$ cat config.mk
export PLATFORM = sky130hd
export DESIGN_NAME = i3c_bit_modulator
export DESIGN_NICKNAME = d
export VERILOG_FILES = /design/src/rtl/i3c_bm_pkg.sv /design/src/rtl/i3c_bm_timer.sv /design/src/rtl/i3c_bm_wave.sv /design/src/rtl/i3c_bm_rx.sv /design/src/rtl/i3c_bit_modulator.sv
export SDC_FILE = /design/constraint.sdc
export NUM_CORES = 1
export LEC_CHECK = 0
export ABC_AREA = 1
export BUFFER_PORTS_ARGS = -buffer_cell sky130_fd_sc_hd__buf_4
export CORE_MARGIN = 5
export CORE_UTILIZATION = 40
export CTS_BUF_LIST = sky130_fd_sc_hd__clkbuf_8 sky130_fd_sc_hd__clkbuf_16
export DETAILED_ROUTE_END_ITERATION = 7
export PLACE_DENSITY = 0.65
export SYNTH_ARGS = -nofsm -noshare
export SYNTH_HDL_FRONTEND = slang
export SYNTH_SLANG_ARGS = --single-unit
$ cat constraint.sdc
create_clock -name clk -period 1.4 [get_ports clk]
set_input_delay 0.14 -clock clk [delete_from_list [all_inputs] [get_ports clk]]
set_output_delay 0.14 -clock clk [all_outputs]
set_load 0.005 [all_outputs]
$ cat src/rtl/i3c_bm_pkg.sv
`timescale 1ns/1ps
package i3c_bm_pkg;

  localparam int PHASES  = 8;
  localparam int PH_W    = $clog2(PHASES);
  localparam int GRADE_W = 2;
  localparam int NGRADES = 1 << GRADE_W;

  typedef enum logic [2:0] {
    OP_START  = 3'd0,
    OP_RSTART = 3'd1,
    OP_STOP   = 3'd2,
    OP_WR_PP  = 3'd3,
    OP_WR_OD  = 3'd4,
    OP_RD_PP  = 3'd5,
    OP_RD_OD  = 3'd6,
    OP_HOLD   = 3'd7
  } sym_op_e;

  function automatic logic op_is_od(sym_op_e op);
    return !(op == OP_WR_PP || op == OP_RD_PP);
  endfunction

  function automatic logic op_is_read(sym_op_e op);
    return (op == OP_RD_PP || op == OP_RD_OD);
  endfunction

  function automatic logic op_is_cond(sym_op_e op);
    return (op == OP_START || op == OP_RSTART || op == OP_STOP);
  endfunction

endpackage

$ cat src/rtl/i3c_bm_timer.sv
`timescale 1ns/1ps
module i3c_bm_timer
  import i3c_bm_pkg::*;
#(
  parameter int OD_PHASE_CYC    = 8,
  parameter int PP_LO_UNIT      = 1,
  parameter int PP_HI_PHASE_CYC = 1
) (
  input  logic               clk,
  input  logic               rst,
  input  logic               launch,
  input  logic               od_in,
  input  logic [GRADE_W-1:0] grade_in,
  output logic               busy,
  output logic [PH_W-1:0]    phase,
  output logic               sym_last
);

  localparam int LO_MAX  = PP_LO_UNIT * ((1 << NGRADES) - 1);
  localparam int MAX_A   = (OD_PHASE_CYC > PP_HI_PHASE_CYC) ? OD_PHASE_CYC : PP_HI_PHASE_CYC;
  localparam int MAX_LEN = (MAX_A > LO_MAX) ? MAX_A : LO_MAX;
  localparam int CNT_W   = $clog2(MAX_LEN + 1);
  localparam logic [CNT_W-1:0] OD_M1 = CNT_W'(OD_PHASE_CYC - 1);
  localparam logic [CNT_W-1:0] HI_M1 = CNT_W'(PP_HI_PHASE_CYC - 1);
  localparam logic [PH_W-1:0]  PH_END = PH_W'(PHASES - 1);

  // Low sub-phase length per grade: unit * (2^(g+1) - 1), stored minus one
  logic [CNT_W-1:0] lo_m1 [NGRADES];
  for (genvar g = 0; g < NGRADES; g++) begin : g_grade
    assign lo_m1[g] = CNT_W'(PP_LO_UNIT * ((1 << (g + 1)) - 1) - 1);
  end

  logic               busy_q;
  logic [PH_W-1:0]    phase_q;
  logic [CNT_W-1:0]   cnt_q;
  logic               od_q;
  logic [GRADE_W-1:0] grade_q;
  logic [CNT_W-1:0]   cur_m1;
  logic               cnt_last;

  always_comb begin
    if (od_q)                 cur_m1 = OD_M1;
    else if (phase_q[PH_W-1]) cur_m1 = HI_M1;
    else                      cur_m1 = lo_m1[grade_q];
  end

  assign cnt_last = (cnt_q == cur_m1);

  always_ff @(posedge clk) begin
    if (rst) begin
      busy_q  <= 1'b0;
      phase_q <= '0;
      cnt_q   <= '0;
      od_q    <= 1'b1;
      grade_q <= '0;
    end else if (launch && !busy_q) begin
      busy_q  <= 1'b1;
      phase_q <= '0;
      cnt_q   <= '0;
      od_q    <= od_in;
      grade_q <= grade_in;
    end else if (busy_q) begin
      if (cnt_last) begin
        cnt_q <= '0;
        if (phase_q == PH_END) busy_q  <= 1'b0;
        else                   phase_q <= phase_q + 1'b1;
      end else begin
        cnt_q <= cnt_q + 1'b1;
      end
    end
  end

  assign busy     = busy_q;
  assign phase    = phase_q;
  assign sym_last = busy_q && cnt_last && (phase_q == PH_END);

  // a sub-phase only advances after its full cycle count
  a_r4_phase_on_terminal: assert property (@(posedge clk) disable iff (rst)
    (busy_q && $past(busy_q) && phase_q != $past(phase_q)) |-> $past(cnt_last));

  // mode and grade stay frozen for the whole symbol
  a_r4_grade_frozen: assert property (@(posedge clk) disable iff (rst)
    (busy_q && $past(busy_q)) |-> ($stable(grade_q) && $stable(od_q)));

endmodule

$ cat src/rtl/i3c_bm_wave.sv
`timescale 1ns/1ps
module i3c_bm_wave
  import i3c_bm_pkg::*;
(
  input  logic            clk,
  input  logic            rst,
  input  logic            busy,
  input  sym_op_e         op,
  input  logic            bit_val,
  input  logic [PH_W-1:0] phase,
  output logic            scl_o,
  output logic            sda_o,
  output logic            sda_oe
);

  logic scl_q, oe_q, o_q, cond_q;
  logic scl_n, oe_n, o_n;
  logic hi_half;

  assign hi_half = phase[PH_W-1];

  always_comb begin
    scl_n = 1'b1;
    oe_n  = oe_q;
    o_n   = o_q;
    if (busy) begin
      unique case (op)
        OP_START: begin
          if (!hi_half) oe_n = 1'b0;
          else begin oe_n = 1'b1; o_n = 1'b0; end
        end
        OP_RSTART: begin
          scl_n = hi_half;
          if (phase >= PH_W'(2) && phase <= PH_W'(5)) oe_n = 1'b0;
          else if (phase >= PH_W'(6)) begin oe_n = 1'b1; o_n = 1'b0; end
        end
        OP_STOP: begin
          scl_n = hi_half;
          if (phase >= PH_W'(2) && phase <= PH_W'(5)) begin oe_n = 1'b1; o_n = 1'b0; end
          else if (phase >= PH_W'(6)) oe_n = 1'b0;
        end
        OP_WR_PP: begin
          scl_n = hi_half;
          if (phase != '0) begin oe_n = 1'b1; o_n = bit_val; end
        end
        OP_WR_OD: begin
          scl_n = hi_half;
          if (phase != '0) begin oe_n = !bit_val; o_n = 1'b0; end
        end
        OP_RD_PP, OP_RD_OD: begin
          scl_n = hi_half;
          if (phase != '0) oe_n = 1'b0;
        end
        default: ;
      endcase
    end
  end

  always_ff @(posedge clk) begin
    if (rst) begin
      scl_q  <= 1'b1;
      oe_q   <= 1'b0;
      o_q    <= 1'b0;
      cond_q <= 1'b0;
    end else begin
      scl_q  <= scl_n;
      oe_q   <= oe_n;
      o_q    <= o_n;
      cond_q <= busy && op_is_cond(op);
    end
  end

  assign scl_o  = scl_q;
  assign sda_o  = o_q;
  assign sda_oe = oe_q;

  logic lvl;
  assign lvl = oe_q ? o_q : 1'b1;

  // SDA moves under a high SCL only for bus conditions
  a_r12_sda_stable_scl_high: assert property (@(posedge clk) disable iff (rst)
    (scl_q && $past(scl_q) && lvl != $past(lvl)) |-> cond_q);

  // an open-drain write of 1 never leaves SDA driven at the end
  a_r6_od_one_released: assert property (@(posedge clk) disable iff (rst)
    (busy && op == OP_WR_OD && bit_val && phase == PH_W'(PHASES - 1)) |=> !oe_q);

endmodule

$ cat src/rtl/i3c_bm_rx.sv
`timescale 1ns/1ps
module i3c_bm_rx (
  input  logic clk,
  input  logic rst,
  input  logic sample_en,
  input  logic sda_i,
  output logic rx_valid,
  output logic rx_data
);

  logic v_q, d_q;

  always_ff @(posedge clk) begin
    if (rst) begin
      v_q <= 1'b0;
      d_q <= 1'b0;
    end else begin
      v_q <= sample_en;
      if (sample_en) d_q <= sda_i;
    end
  end

  assign rx_valid = v_q;
  assign rx_data  = d_q;

  // a read sample is reported as a single-cycle pulse
  a_r10_single_pulse: assert property (@(posedge clk) disable iff (rst)
    v_q |=> !v_q);

endmodule

$ cat src/rtl/i3c_bit_modulator.sv
`timescale 1ns/1ps
module i3c_bit_modulator
  import i3c_bm_pkg::*;
#(
  parameter int OD_PHASE_CYC    = 8,
  parameter int PP_LO_UNIT      = 1,
  parameter int PP_HI_PHASE_CYC = 1
) (
  input  logic       clk,
  input  logic       rst,
  input  logic       cmd_valid,
  output logic       cmd_ready,
  input  logic [2:0] cmd_op,
  input  logic       cmd_bit,
  input  logic [1:0] pp_grade,
  output logic       idle,
  output logic       rx_valid,
  output logic       rx_data,
  output logic       scl_o,
  output logic       sda_o,
  output logic       sda_oe,
  input  logic       sda_i
);

  logic            busy;
  logic [PH_W-1:0] phase;
  logic            sym_last;
  logic            launch;
  sym_op_e         op_q;
  logic            bit_q;

  assign launch    = cmd_valid && !busy;
  assign cmd_ready = !busy;
  assign idle      = !busy;

  always_ff @(posedge clk) begin
    if (rst) begin
      op_q  <= OP_HOLD;
      bit_q <= 1'b0;
    end else if (launch) begin
      op_q  <= sym_op_e'(cmd_op);
      bit_q <= cmd_bit;
    end
  end

  i3c_bm_timer #(
    .OD_PHASE_CYC    (OD_PHASE_CYC),
    .PP_LO_UNIT      (PP_LO_UNIT),
    .PP_HI_PHASE_CYC (PP_HI_PHASE_CYC)
  ) u_timer (
    .clk      (clk),
    .rst      (rst),
    .launch   (launch),
    .od_in    (op_is_od(sym_op_e'(cmd_op))),
    .grade_in (pp_grade),
    .busy     (busy),
    .phase    (phase),
    .sym_last (sym_last)
  );

  i3c_bm_wave u_wave (
    .clk     (clk),
    .rst     (rst),
    .busy    (busy),
    .op      (op_q),
    .bit_val (bit_q),
    .phase   (phase),
    .scl_o   (scl_o),
    .sda_o   (sda_o),
    .sda_oe  (sda_oe)
  );

  i3c_bm_rx u_rx (
    .clk       (clk),
    .rst       (rst),
    .sample_en (sym_last && op_is_read(op_q)),
    .sda_i     (sda_i),
    .rx_valid  (rx_valid),
    .rx_data   (rx_data)
  );

  // an accepted command closes the handshake on the next cycle
  a_r2_accept_busy: assert property (@(posedge clk) disable iff (rst)
    (cmd_valid && cmd_ready) |=> (!cmd_ready && !idle));

  // without a command the block stays idle
  a_r11_idle_holds: assert property (@(posedge clk) disable iff (rst)
    (idle && !cmd_valid) |=> idle);

  // read results come only from read symbols
  a_r10_rx_after_read: assert property (@(posedge clk) disable iff (rst)
    rx_valid |-> ($past(busy) && op_is_read(op_q)));

endmodule

==> summary.log <==
[worst_setup_path] most used cell along the critical path nand2_1
[placement] dpl hpwl 2071 um
[sta] final hold violations 0
[finish] top library cells by usage in the layout, fill and taps aside nand2_1 (34), buf_4 (32), inv_1 (22), nor2_1 (22), dfxtp_1 (14)
[grt] number of global-route vias before repair 1175
[worst_setup_path] number of cells on the worst reg-to-reg path 10
[power] net switching power figure 336.2 uW
[power] combinational power share 0.158
[floorplanning] row cnt 19
[route] overall routed net length 2835 um
[finish] fill cell count 267
[sta] final worst path period share 1.057
[yosys] number of warnings printed during yosys synthesis 0
[route] post-route antenna net violation count 0
[worst_setup_path] Worst setup EP type flop
[power] fraction of power consumed by the clock network 0.356
[placement] placer's final routability congestion estimate 0.9135
[worst_hold_path] hold endpoint u_wave.sda_o
[yosys] average cell area after synthesis 6.733 um^2
[floorplanning] Boundary Pins 17
[worst_setup_path] sequence of cells on the critical path inv_4, nand2_4, nand2_1, nand2_1, nand2_1, nand3_2, nor2_4, buf_4, nand4_1, a21oi_1
[floorplanning] die height 63.97 um
[sta] worst relative slew slack 0.7918
[route] post-detailed-route DRC marker count 0
[yosys] count of mapped cells out of synthesis 173
[clocking] clock tree root driver cell clkbuf_8
[finish] synth-to-layout area growth 36.63%
[yosys] count of distinct cell types in the synthesized netlist 27
[status] violations in the final reports setup timing
[yosys] total standard cell area after synthesis 1165 um^2
[worst_setup_path] Crit path largest cell delay 0.34 ns
[power] Leakage 0.0007795 uW
[power] cell internal power dissipation 927.3 uW
[sta] final setup TNS -0.2852 ns
[worst_hold_path] Tightest Hold Check Type primary input to flop
[yosys] sequential area share after synthesis 0.3437
[floorplanning] Core ar. 2781 um^2
[worst_setup_path] Critical Path Source Type flop
[worst_setup_path] data required time at the worst endpoint 1.59 ns
[yosys] #FFs+latches synth 20
[route] routed vias/inst 5.113
[power] power per unit of standard cell area 793.9 nW/um^2
[worst_setup_path] beginning of the worst register-to-register path u_timer.phase[2]
[clocking] clk_lat worst skew 0.26 ns
[worst_setup_path] critical path start-end classification flop to flop
[sta] worst hold slack 0.09274 ns
[clocking] number of CTS-inserted buffers 3
[grt] All-Layer GR Usage 0.1411
[clocking] number of clock sinks 20
[placement] number of cells in the design after placement 228
[worst_hold_path] number of cells on the worst hold path 2
[sta] measured slew at the worst slew-check pin 0.3111 ns
[sta] max frequency 0.6759 GHz
[grt] largest net degree at the start of global routing 12
[sta] setup repair after global routing missed its margin true
[route] drt first pass iters 7
[sta] final number of max-transition violations 0
[finish] fraction of layout instances using a drive strength above 1 0.3269
[sta] slack of the critical path -0.07950 ns
[status] run status finished, violations left
[finish] final cell count without fillers 239
[route] starting DRC count in detailed routing 48
[power] proportion of total power due to net switching 0.2661
[clocking] H-tree depth 1
[worst_setup_path] Worst Path Arrival 1.67 ns
[power] power share of the sequential group 0.485
[flow_run] max-capacitance violation count 0
[clocking] CTS clk-pin slew, worst paths 0.08 ns
[finish] Net count, final 225
[floorplanning] initial core utilization 0.4188
[sta] Worst Skew 0.001318 ns
[sta] endpoints failing setup 7
[grt] leftover overflow at the end of global routing 0
[yosys] synthesized netlist net count 189
[route] Via Count 1222
[finish] most common cell after layout, fill and taps aside nand2_1
[finish] number of antenna repair diodes 0
[floorplanning] Die Area 4092 um^2
[placement] IO Port Bufs 16
[grt] number of antenna violations at the first check in global routing 0
[finish] area of the multi-input gates 709.4 um^2
[route] wire length per cell after detailed routing 11.86 um
[worst_setup_path] Worst R2R End u_timer.phase[0]
[floorplanning] die boundary width 63.97 um
[worst_setup_path] reg2reg setup slack -0.08 ns
[finish] sequential cell area 410.4 um^2
[sta] final critical path time including I/O delays and setup 1.479 ns
[clocking] number of buffers on the longest clock path 2
[worst_setup_path] CP max stage cell dfxtp_2
[power] IR drop worst, VDD 862.3 uV
[grt] first-pass GRT wire length 4747 um
[worst_hold_path] worst min-delay path startpoint rst
[clocking] TritonCTS clock tree done
[worst_setup_path] CP Max Fanout 5
[power] sum of internal, switching and leakage power 1264 uW
[layout make-up]
class                      instances  share of cell area
multi-input combinational        122              0.4458
sequential                        20              0.2579
timing repair buffer              35              0.1722
inverter                          27             0.06525
clock buffer                       4             0.03459
tap                               31             0.02437
[Yosys cell counts]
cell type	n	area (um^2)
a21boi_0	1	7.510
a21oi_1	10	50.05
a31oi_1	1	6.260
buf_2	1	5.000
buf_4	1	7.510
buf_6	1	11.26
clkbuf_2	1	5.000
dfxtp_1	20	400.4
ha_1	6	75.07
inv_1	26	97.59
inv_2	1	3.750
nand2_1	38	142.6
nand3_1	11	55.05
nand3_2	2	20.02
nand4_1	4	25.02
nand4_2	1	12.51
nor2_1	25	93.84
nor2_4	1	11.26
nor3_1	1	5.000
nor3_2	1	10.01
o211ai_1	3	22.52
o21a_1	1	7.510
o21ai_0	12	60.06
o21ai_1	1	5.000
o21bai_1	1	7.510
xnor2_1	1	8.760
xor2_1	1	8.760
[layer usage]
| metal | vias to the layer above | track usage | wire length [um] |
|---|---|---|---|
| met2 | 24 | 0.2550 | 1456 |
| li1 | 626 | - | - |
| met5 | - | 0 | 0 |
| met3 | 10 | 0.04028 | 111 |
| met1 | 562 | 0.1619 | 1220 |
| met4 | 0 | 0.03377 | 46 |
[sequential cells by signal, summed over array words and instances, names as in the netlist, 2 cells and up]
name             count
u_timer.cnt_q        4
op_q                 3
u_timer.phase        3
u_timer.grade_q      2
[timing repair]
item | 4_1_cts | 5_1_grt
gates resized for setup | 12 | 26
setup endpoints to repair | 9 | 14
hold buffers | 0 | 0
pin swaps | 3 | 11
buffers inserted | 4 | 4
[power groups by stage]
| stage | combinational, uW | clock (uW) | sequential, uW |
|---|---|---|---|
| finish | 200 | 450 | 613 |
| global route | 224 | 493 | 617 |
| CTS | 184 | 464 | 612 |
| detailed placement | 180 | 0 | 624 |
| global placement | 176 | 0 | 624 |
| floorplan | 116 | 0 | 618 |
[per-stage QoR]
step,setup WS (ns),util,cell area (um^2)
global route,-0.1864,0.5722,1592
global placement,-0.03819,0.4980,1385
floorplan,0.02907,-,1165
finish,-0.07950,0.5722,1592
detailed placement,-0.1424,0.4980,1385
CTS,-0.01856,0.5376,1495
[logic make-up after synthesis]
| kind of cell | share of synthesized area |
|---|---|
| compound gates | 0.1429 |
| xor+xnor | 0.01504 |
| fa+ha+maj | 0.06445 |
| buf+inv | 0.1117 |
| flops | 0.3437 |
| simple gates | 0.3222 |
[worst max-delay path, delay by kind of cell (launching register included)]
kind / cells / cell delay (ns)
buffers and inverters: 2 / 0.24
AND/OR/NAND/NOR: 7 / 0.66
flip-flops: 1 / 0.34
AO/OA/AOI/OAI: 1 / 0.15
[worst max-delay path by stage]
stage	start	endpoint	slack (ns)	cells after the start
3_5_place_dp	u_timer.phase[1]	u_wave.sda_oe	-0.14	10
5_1_grt	u_timer.grade_q[1]	u_timer.phase[0]	-0.19	9
2_1_floorplan	u_timer.phase[1]	u_wave.sda_oe	0.03	9
4_1_cts	u_timer.phase[2]	u_rx.rx_data	-0.02	9
6_report	u_timer.phase[2]	u_timer.phase[0]	-0.08	10
3_3_place_gp	u_timer.phase[1]	u_wave.sda_oe	-0.04	10
Power figures use the tool's default switching activity.
